`config.mk`:
```
export PLATFORM = sky130hd
export DESIGN_NAME = conv_k7_encoder
export DESIGN_NICKNAME = d
export VERILOG_FILES = /design/src/rtl/conv_k7_pkg.sv /design/src/rtl/conv_k7_history.sv /design/src/rtl/conv_k7_symgen.sv /design/src/rtl/conv_k7_tail_ctl.sv /design/src/rtl/conv_k7_encoder.sv
export SDC_FILE = /design/constraint.sdc
export NUM_CORES = 1
export LEC_CHECK = 0
export BUFFER_PORTS_ARGS = -buffer_cell sky130_fd_sc_hd__buf_2
export CAP_MARGIN = 20
export CORE_MARGIN = 10
export CORE_UTILIZATION = 51
export DETAILED_ROUTE_END_ITERATION = 8
export GPL_TIMING_DRIVEN = 0
export PLACE_DENSITY_LB_ADDON = 0.25
export RECOVER_POWER = 25
export SYNTH_ARGS = -nofsm -noshare
export SYNTH_HDL_FRONTEND = slang
export SYNTH_SLANG_ARGS = --single-unit
```
`constraint.sdc`:
```
create_clock -name clk -period 2.2 [get_ports clk]
set_input_delay 0.33 -clock clk [delete_from_list [all_inputs] [get_ports clk]]
set_output_delay 0.33 -clock clk [all_outputs]
set_load 0.03 [all_outputs]
```
`src/rtl/conv_k7_pkg.sv`:
```
package conv_k7_pkg;
  // Window bit i holds stage i+1; stage 1 is the bit entering this cycle.
  localparam int unsigned CONSTRAINT = 7;
  localparam int unsigned SYMS       = 2;
  localparam logic [CONSTRAINT-1:0] TAPS_FIRST  = 7'b1101101; // stages 1,3,4,6,7
  localparam logic [CONSTRAINT-1:0] TAPS_SECOND = 7'b1001111; // stages 1,2,3,4,7
endpackage

```
`src/rtl/conv_k7_history.sv`:
```
module conv_k7_history #(
  parameter int unsigned MEM = 6
) (
  input  logic           clk,
  input  logic           rst,
  input  logic           step,
  input  logic           clear,
  input  logic           din,
  output logic [MEM:0]   window
);
  logic [MEM-1:0] past_q;
  logic [MEM-1:0] base;

  assign base   = clear ? '0 : past_q;
  assign window = {base, din};

  always_ff @(posedge clk) begin
    if (rst)       past_q <= '0;
    else if (step) past_q <= {base[MEM-2:0], din};
  end
endmodule

```
`src/rtl/conv_k7_symgen.sv`:
```
module conv_k7_symgen #(
  parameter int unsigned              K     = 7,
  parameter int unsigned              NSYM  = 2,
  parameter logic [NSYM*K-1:0]        TAPS  = '0
) (
  input  logic [K-1:0]    window,
  output logic [NSYM-1:0] sym
);
  for (genvar g = 0; g < NSYM; g++) begin : g_parity
    assign sym[g] = ^(window & TAPS[g*K +: K]);
  end
endmodule

```
`src/rtl/conv_k7_tail_ctl.sv`:
```
module conv_k7_tail_ctl #(
  parameter int unsigned MEM = 6
) (
  input  logic clk,
  input  logic rst,
  input  logic start,
  input  logic step,
  output logic flushing,
  output logic final_step
);
  localparam int unsigned CW = $clog2(MEM + 1);
  logic [CW-1:0] cnt_q;

  assign flushing   = (cnt_q != '0);
  assign final_step = step && (cnt_q == CW'(1));

  always_ff @(posedge clk) begin
    if (rst)        cnt_q <= '0;
    else if (start) cnt_q <= CW'(MEM);
    else if (step)  cnt_q <= cnt_q - CW'(1);
  end
endmodule

```
`src/rtl/conv_k7_encoder.sv`:
```
module conv_k7_encoder #(
  parameter int unsigned  K       = conv_k7_pkg::CONSTRAINT,
  parameter logic [K-1:0] TAPS_A  = conv_k7_pkg::TAPS_FIRST,
  parameter logic [K-1:0] TAPS_B  = conv_k7_pkg::TAPS_SECOND
) (
  input  logic       clk,
  input  logic       rst,
  input  logic       in_valid,
  output logic       in_ready,
  input  logic       in_bit,
  input  logic       in_first,
  input  logic       in_last,
  output logic       out_valid,
  input  logic       out_ready,
  output logic [1:0] out_pair,
  output logic       out_tail,
  output logic       done
);
  localparam int unsigned MEM  = K - 1;
  localparam int unsigned NSYM = conv_k7_pkg::SYMS;

  logic           slot_free, flushing, final_step;
  logic           take_in, take_tail, step, clear, din;
  logic [K-1:0]   window;
  logic [NSYM-1:0] sym;
  logic           end_q;

  assign slot_free = !out_valid || out_ready;
  assign in_ready  = !flushing && slot_free;
  assign take_in   = in_valid && in_ready;
  assign take_tail = flushing && slot_free;
  assign step      = take_in || take_tail;
  assign clear     = take_in && in_first;
  assign din       = take_in && in_bit;

  conv_k7_history #(.MEM(MEM)) u_hist (
    .clk(clk), .rst(rst), .step(step), .clear(clear), .din(din), .window(window)
  );

  conv_k7_symgen #(.K(K), .NSYM(NSYM), .TAPS({TAPS_B, TAPS_A})) u_sym (
    .window(window), .sym(sym)
  );

  conv_k7_tail_ctl #(.MEM(MEM)) u_tail (
    .clk(clk), .rst(rst), .start(take_in && in_last), .step(take_tail),
    .flushing(flushing), .final_step(final_step)
  );

  always_ff @(posedge clk) begin
    if (rst) begin
      out_valid <= 1'b0;
      out_pair  <= '0;
      out_tail  <= 1'b0;
      end_q     <= 1'b0;
      done      <= 1'b0;
    end else begin
      done <= out_valid && out_ready && end_q;
      if (step) begin
        out_valid <= 1'b1;
        out_pair  <= {sym[0], sym[1]};
        out_tail  <= take_tail;
        end_q     <= final_step;
      end else if (out_ready) begin
        out_valid <= 1'b0;
        end_q     <= 1'b0;
      end
    end
  end
endmodule

```
==> results of run 1 <==
-- cell usage after synthesis --
cell type,count
sky130_fd_sc_hd__dfxtp_1,15
sky130_fd_sc_hd__a21oi_1,8
sky130_fd_sc_hd__nor2_1,8
sky130_fd_sc_hd__nand2b_1,6
sky130_fd_sc_hd__a22oi_1,5
sky130_fd_sc_hd__inv_1,5
sky130_fd_sc_hd__o21ai_0,4
sky130_fd_sc_hd__ha_1,3
sky130_fd_sc_hd__nand3_1,3
sky130_fd_sc_hd__a211oi_1,2
sky130_fd_sc_hd__clkbuf_1,2
sky130_fd_sc_hd__nand2_1,2
sky130_fd_sc_hd__xor2_1,2
sky130_fd_sc_hd__a221o_1,1
sky130_fd_sc_hd__a2bb2oi_1,1
sky130_fd_sc_hd__and3_1,1
sky130_fd_sc_hd__and4b_1,1
sky130_fd_sc_hd__mux2i_1,1
sky130_fd_sc_hd__nand3b_1,1
sky130_fd_sc_hd__nor2b_1,1
sky130_fd_sc_hd__nor3_1,1
sky130_fd_sc_hd__nor3b_1,1
sky130_fd_sc_hd__o211ai_1,1
sky130_fd_sc_hd__o21ai_2,1
sky130_fd_sc_hd__xnor2_1,1
sky130_fd_sc_hd__xnor3_2,1
-- final timing paths --
path | start | end | slack [ns] | depth (start not counted)
max | u_tail.cnt_q[0] | in_ready | 0.24 | 6
max reg2reg | u_tail.cnt_q[0] | out_pair[0] | 0.40 | 7
min | in_last | u_tail.cnt_q[0] | 0.23 | 2
min reg2reg | out_tail | out_tail | 0.48 | 2
-- cell families after synthesis --
family / share of synthesized area, %
and+or+nand+nor: 18.8
AOI/OAI and AO/OA: 21.0
DFF: 42.6
buffers and inverters: 3.73
xor gates and xnor gates: 7.11
adders and majority gates: 5.33
muxes: 1.42
-- per-layer routing --
metal | vias to the layer above | share of wire, %
met3 | 5 | 6.6
met1 | 263 | 45
li1 | 308 | -
met2 | 20 | 46
met4 | 0 | 2.4
met5 | - | 0
-- stage by stage --
| step | area (um^2) | setup slack, ns | utilization, % | instances | hold WS (ns) |
|---|---|---|---|---|---|
| 6_report | 805 | 0.244 | 61.8 | 109 | 0.234 |
| 5_1_grt | 805 | 0.113 | 61.8 | 109 | 0.230 |
| 4_1_cts | 810 | 0.249 | 62.2 | 109 | 0.234 |
| 3_5_place_dp | 783 | 0.428 | 60.2 | 105 | 0.463 |
| 3_3_place_gp | 783 | 0.470 | 60.2 | 105 | 0.459 |
| 2_1_floorplan | 704 | 0.605 | - | 78 | 0.399 |
-- area by class of cell --
cell class | count | area [um^2]
Multi-Input combinational cell | 56 | 378
Inverter | 5 | 18.8
Buffer | 2 | 7.51
Clock buffer | 4 | 26.3
Fill cell | 129 | 497
Timing Repair Buffer | 12 | 55.1
Tap cell | 15 | 18.8
Sequential cell | 15 | 300
-- power by group through the flow --
| stage | Clock, mW | Sequential (mW) | Combinational [mW] |
|---|---|---|---|
| floorplan | 0 | 0.402 | 0.279 |
| global route | 0.172 | 0.361 | 0.479 |
| detailed placement | 0 | 0.361 | 0.426 |
| finish | 0.154 | 0.355 | 0.422 |
| global placement | 0 | 0.357 | 0.414 |
| CTS | 0.156 | 0.355 | 0.428 |
-- sequential cells by signal, indices dropped and copies added, names as in the netlist --
signal / flops
end_q: 1
out_pair: 2
done: 1
out_valid: 1
u_tail.cnt_q: 3
u_hist.past_q: 6
out_tail: 1
==> results.txt, run 1 <==
Counting flops and latches in the post-synthesis netlist gives 15. The share of the synthesized area in the top cell type is 42.6%. In this run the count of I/O pins placed on the die edge is 13. For the number of maximum-capacitance violations, the log shows 0. Counting every sink on the clock net gives 15. Counting the buffers created by CTS gives 3. The power per cell area works out to 1160 mW/mm^2. Relative to the synthesized area, the layout overhead comes to 14.2%.

For the post-synthesis cell area, the log shows 704 um^2. The tools report the arrival time of data at the critical path endpoint as 1.63 ns. Combinational logic burns 45.3% of the power. The tools report the post-CTS setup-driven buffer insertion count as 0. Critical path class: flip-flop to primary output. The logs give 15.0% for the global routing usage on met2 and 10.2% for the all-layer global routing usage. For the number of antenna violations at the first check in global routing, the log shows 0. The number of buffers inserted for hold repair after clock tree synthesis was 0; the share of total power consumed by net switching was 41.4%. Of the cells placed in the final design, the portion with a size suffix greater than 1 is 13.8%. Sorting the synthesized cells by area gives the leading types as sky130_fd_sc_hd__dfxtp_1 43%, sky130_fd_sc_hd__a21oi_1 5.7%, sky130_fd_sc_hd__a22oi_1 5.3%. The cell at the root of the clock tree was sky130_fd_sc_hd__clkbuf_4. For the count of final hold-check violations, the log shows 0. Synthesis instantiated 26 different standard cells from the library. The met1 track utilization from global routing came out at 11.7%. After the last flow step, the layout net total stands at 105.

The largest stage delay on the critical path is 0.39 ns, and the leakage power is 0.320 nW. The headroom to the max-slew limit is 70.9%, and the placeable core region is 0.00130 mm^2. The logs give 42.6% for the sequential element share of the synthesized area and 13 for the cell row count. The number of levels the H-tree was split into was 1; the fmax was 511 MHz. Adding up every negative setup slack in the final design gives 0 ns.

Clock-pin slew was measured on the worst setup and hold paths at 0.09 ns. Wires add up to 1.48 mm. Synthesis produced a netlist with a net count of 88. The post-synthesis area per instance was 9.03 um^2. The worst setup path is launched from a flip-flop. The tightest min-delay check is of the input pin to flip-flop type. Across the VDD grid, the largest voltage drop is 704 uV. The tools report the initial cell density of the core as 54.1%.

met2 is the most crowded layer. The number of setup violations in the final report is 0. The first global-routing pass estimated 2.75 mm of wire. The later pin in the worst-skew pair is clocked with a latency of 0.28 ns.

For the internal power component, the log shows 0.545 mW. The number of buffers and inverters on the critical path was 3; the horizontal extent of the die was 57.2 um. Number of max-slew violations in the final report: 0. For the DRC violation count after routing, the log shows 0.

TritonCTS built the clock tree. For the post-layout total power, the log shows 0.931 mW. Broken down by cell family, the worst path's largest delay share belongs to adder cells.

Entering global routing, the biggest net connects 11 pins. For the instance count of the mapped netlist, the log shows 78. The commonest non-fill, non-tap cell in the layout is sky130_fd_sc_hd__dfxtp_1. The flow ran to the end, and the final reports show no timing, DRC or antenna violations. Before antenna repair, the detailed router went through 4 iterations. The floorplan step set the die height to 57.2 um.

The share of total power dissipated in the clock network is 16.5%. The die covers 0.00327 mm^2. The buffer depth of the longest clock path is 2, and the fraction of the cycle the final worst path needs is 88.9%. The required arrival time at the worst endpoint came out at 1.87 ns. The number of global-route vias before repair was 634. Detailed routing inserted a total of 596 vias. The count of buffers added on input and output ports is 12.

The run gives 15 as the number of DRC markers in iteration 0. The worst-path cell with the longest stage delay was sky130_fd_sc_hd__dfxtp_1. The minimum clock period was 1.96 ns. After detailed routing, the average wire length per cell comes to 13.6 um. The tools report the worst clock skew on the final layout as 0.00636 ns.

Yosys printed 0 warnings. The run gives 0 as the antenna diode count. The top cell types in the final layout, fill and taps aside, are 15 x sky130_fd_sc_hd__dfxtp_1, 8 x sky130_fd_sc_hd__nor2_1, 8 x sky130_fd_sc_hd__a21oi_1, 8 x sky130_fd_sc_hd__buf_2, 7 x sky130_fd_sc_hd__clkbuf_1. sky130_fd_sc_hd__dfxtp_1 takes more of the synthesized area than any other cell. After detailed routing, the number of vias per cell comes to 5.47. The detail route stage leaves a number of antenna-violating nets equal to 0. Routability-driven placement finished with a final weighted congestion of 0.753. Along the worst path, the maximum fanout reaches 7. Global routing used 3.54% of the available met3 tracks.

The wire-length estimate of the detail-placed layout is 1.14 mm. The analysis attributes to net switching a power of 0.386 mW. Setup repair after global routing left no endpoint under its margin. The slew at the pin closest to its max-slew limit is 0.437 ns. Traced cell by cell, the critical path runs through inv_1, ha_1, ha_1, inv_1, nor2_1, buf_2. The number of gates resized after CTS was 0.

The total overflow left after global routing is 0. Critical path capture point type: a primary output. The share of total power dissipated in sequential elements is 38.2%.
Power figures use the tool's default switching activity.
==> run 2, diff against run 1 <==
--- a/config.mk
+++ b/config.mk
@@ -5,10 +5,11 @@
 export SDC_FILE = /design/constraint.sdc
 export NUM_CORES = 1
 export LEC_CHECK = 0
+export ABC_AREA = 1
 export BUFFER_PORTS_ARGS = -buffer_cell sky130_fd_sc_hd__buf_2
 export CAP_MARGIN = 20
 export CORE_MARGIN = 10
-export CORE_UTILIZATION = 51
+export CORE_UTILIZATION = 52
 export DETAILED_ROUTE_END_ITERATION = 8
 export GPL_TIMING_DRIVEN = 0
 export PLACE_DENSITY_LB_ADDON = 0.25
==> run 2 against run 1 <==
  * Clock power rose by 3%
  * Clock skew fell by 0.0044 ns
  * Critical path depth did not move
  * First-iteration DRC count rose by 40%
  * Routed wire length rose by 12%
  * Total power rose by 25%
  * Largest cell class unchanged
  * Highest routed layer unchanged
==> results.txt, run 2 <==
The run finished with clean final reports. The via-per-instance ratio was 5.28 (-3.5%). The count of input and output buffers was 11 (-1). The die span in y was 58.0 um (+1.5%). The tools report the critical path capture point type as a primary output.

Pin count of the biggest net entering global routing: 11 (unchanged). Clock tree synthesis selected as its root buffer the cell sky130_fd_sc_hd__clkbuf_4. The tools report the die area as 0.00337 mm^2 (+3.0%). Terminus of the critical flop-to-flop path: u_hist.past_q[1]. The run gives 0.775 (+3.0%) as the placer congestion estimate.

By count the netlist is led by 24 x sky130_fd_sc_hd__nand2_1, 15 x sky130_fd_sc_hd__dfxtp_1, 13 x sky130_fd_sc_hd__inv_1, 13 x sky130_fd_sc_hd__nand3_1, 12 x sky130_fd_sc_hd__a21oi_1. The antenna violation net count after detailed routing was 0 (unchanged); the number of setup violations in the final report was 0 (unchanged). The commonest non-fill, non-tap cell in the layout is sky130_fd_sc_hd__nand2_1. The top register by number of flip-flops was u_hist.past_q. The minimum clock period is 1.92 ns (-0.0330 ns).

The tools report the routed wire length as 1.65 mm (+12%). The number of cells on the worst reg-to-reg path is 9 (+2). The via count of the routed design was 707 (+19%); the post-layout total power was 1.17 mW (+25%).

The number of buffers added by the clock tree synthesis step came out at 3 (unchanged). The logs give 63.5% (+1.7 points) for the post-layout utilization of the core and 0 (unchanged) for the number of gates resized after cts. The total negative setup slack is 0 ns (unchanged), and the number of levels the H-tree was split into is 1 (unchanged). Fraction of layout instances using a drive strength above 1: 14.3% (+0.46 points). STA classifies the critical path startpoint as a flip-flop. TritonCTS built the clock tree.

Worst clock skew on the final layout: 0.00200 ns (-0.00436 ns). The horizontal extent of the die works out to 58.0 um (+1.5%). The most used flip-flop cell after synthesis is sky130_fd_sc_hd__dfxtp_1. The minimum setup slack among reg-to-reg paths came out at 0.39 ns (about the same).

The detailed-route wire length per cell was 12.3 um (-9.3%). The run gives 130 (+24%) as the final net count. The leakage power is 0.404 nW (+26%), and the slew at the pin closest to its max-slew limit is 0.440 ns (+0.00281 ns).

Yosys attributes the largest share of cell area to sky130_fd_sc_hd__dfxtp_1 40%, sky130_fd_sc_hd__nand2_1 12%, sky130_fd_sc_hd__nand3_1 8.7%. The fraction of the cycle the final worst path needs works out to 87.4% (-1.5 points). Of all cell types, the one taking the most synthesized area is sky130_fd_sc_hd__dfxtp_1.

The sequential element share of the synthesized area was 39.9% (-2.7 points); the clock insertion delay at the later pin of the skew report was 0.29 ns (about the same). The placeable core region is 0.00133 mm^2 (+2.5%), and the number of synthesized register bits is 15 (unchanged). The critical path ends at in_ready.

Source of the critical timing path: u_tail.cnt_q[0]. The count of final hold-check violations was 0 (unchanged); the number of synthesized flops with an enable pin was 0 (unchanged). The flip-flop count of the largest register, all copies and words added works out to 6 (unchanged).

The path class of the lowest-slack min-delay path was input pin to flip-flop. Origin of the critical flop-to-flop path: u_tail.cnt_q[0]. The share of the synthesized area in the top cell type is 39.9% (-2.7 points). The worst setup path is of the flip-flop to primary output kind. The number of distinct library cell variants in the gate-level netlist after synthesis was 21 (-19%); the fmax was 520 MHz (+1.7%). The total congestion overflow after global routing is 0 (unchanged).

The instance count of the mapped netlist is 104 (+33%), and the post-synthesis area per instance is 7.23 um^2 (-20%). The logs give 13 (unchanged) for the cell row count and 0 (unchanged) for the number of buffers inserted for hold repair after clock tree synthesis. The number of global-route vias before repair was 632 (-0.32%). The most used standard cell by instance count after synthesis was sky130_fd_sc_hd__nand2_1. The number of antenna violations at the first check in global routing was 0 (unchanged). The logs give 752 um^2 (+6.7%) for the post-synthesis cell area and 70.6% (-0.30 points) for the headroom to the max-slew limit. Setup repair after global routing left no endpoint under its margin.

Post-synthesis async set-or-reset flop share: 0% (unchanged). The logs give 15 (unchanged) for the total clock sinks and 0 (unchanged) for the number of warning messages in the yosys log. Compared with the post-synthesis result, the final layout area differs by 12.6%. The detailed placement HPWL came out at 1.30 mm (+13%). The top cell types in the final layout, fill and taps aside, are 24 x sky130_fd_sc_hd__nand2_1, 15 x sky130_fd_sc_hd__dfxtp_1, 13 x sky130_fd_sc_hd__inv_1, 13 x sky130_fd_sc_hd__nand3_1, 12 x sky130_fd_sc_hd__a21oi_1. The power per cell area came out at 1380 mW/mm^2 (+19%). For the global-route wire length before repair, the log shows 2.75 mm (+0.25%).

The largest registers in the layout are u_hist.past_q x6, u_tail.cnt_q x3, out_pair x2. Required arrival time at the worst endpoint: 1.87 ns (about the same). The logs give 56.4% (+2.2 points) for the initial cell density of the core and 2 (unchanged) for the buffer depth of the longest clock path. The run gives 0 (unchanged) as the number of maximum-capacitance violations. The clock slew seen by the registers of the worst setup and hold paths came out at 0.09 ns (about the same). The DRC violation count after routing is 0 (unchanged). The number of DRC markers in iteration 0 is 21 (+6), and the number of I/O pins is 13 (unchanged). The logs give 10.3% (+0.12 points) for the all-layer global routing usage and 1.59 ns (-0.04 ns) for the arrival time of data at the critical path endpoint. The logs give 0 (unchanged) for the post-CTS setup-driven buffer insertion count and 772 uV (+9.6%) for the largest vdd supply drop. Number of max-slew violations in the final report: 0 (unchanged). The highest net fanout along the worst path works out to 4 (-3). The tools report the post-synth net total as 114 (+30%). Antenna diode count: 0 (unchanged).

The tools report the detailed-router iteration count before antenna repair as 4 (unchanged).
-- run 2: cell type report --
cell class,instances,area (um^2)
repair buffers,11,50.0
fillers,132,487
plain buffers,2,8.76
multi-input cells,71,383
well taps,15,18.8
inverters,16,60.1
clock buffers,4,26.3
flip-flops and latches,15,300
-- run 2: worst min-delay path by stage --
stage / start / endpoint / slack (ns) / cells past startpoint
2_1_floorplan: end_q / done / 0.42 / 2
3_3_place_gp: end_q / done / 0.43 / 2
3_5_place_dp: end_q / done / 0.44 / 2
4_1_cts: out_ready / done / 0.29 / 3
5_1_grt: out_ready / done / 0.31 / 3
6_report: out_ready / done / 0.29 / 3
-- run 2: metrics by stage --
stage | worst slack [ns] | instance area (um^2) | instances | hold slack, ns
2_1_floorplan | 0.497 | 752 | 104 | 0.423
3_3_place_gp | 0.466 | 826 | 130 | 0.435
3_5_place_dp | 0.417 | 826 | 130 | 0.444
4_1_cts | 0.270 | 852 | 134 | 0.290
5_1_grt | 0.154 | 847 | 134 | 0.310
6_report | 0.277 | 847 | 134 | 0.291
-- run 2: cells by family (layout without fill, tap and decap cells) --
logic type | Yosys count | in the layout | synth area share [%]
DFF | 15 | 15 | 39.9
and+or+nand+nor | 46 | 46 | 30.1
adders and majority gates | 3 | 3 | 4.99
AOI/OAI and AO/OA | 22 | 22 | 15.8
buffers and inverters | 18 | 33 | 9.15
-- run 2: power breakdown --
group	switching, mW	total (mW)	internal, mW
registers	0.0529	0.411	0.358
logic	0.403	0.598	0.195
clock network	0.0880	0.159	0.0705
total	0.544	1.17	0.624
-- run 2: critical path: stages (launching register included) --
cell and delay (ns):
sky130_fd_sc_hd__dfxtp_1 0.33, sky130_fd_sc_hd__inv_1 0.08, sky130_fd_sc_hd__ha_1 0.16, sky130_fd_sc_hd__ha_1 0.27, sky130_fd_sc_hd__inv_1 0.09, sky130_fd_sc_hd__nor2_1 0.15
sky130_fd_sc_hd__buf_2 0.22
-- run 2: metal layers --
layer  track usage (%)  vias to the layer above  wire [um]
li1                  -                      377          -
met1              11.7                      308        726
met2              16.1                       17        763
met3              3.27                        5        117
met4              7.05                        0         42
met5                 0                        -          0
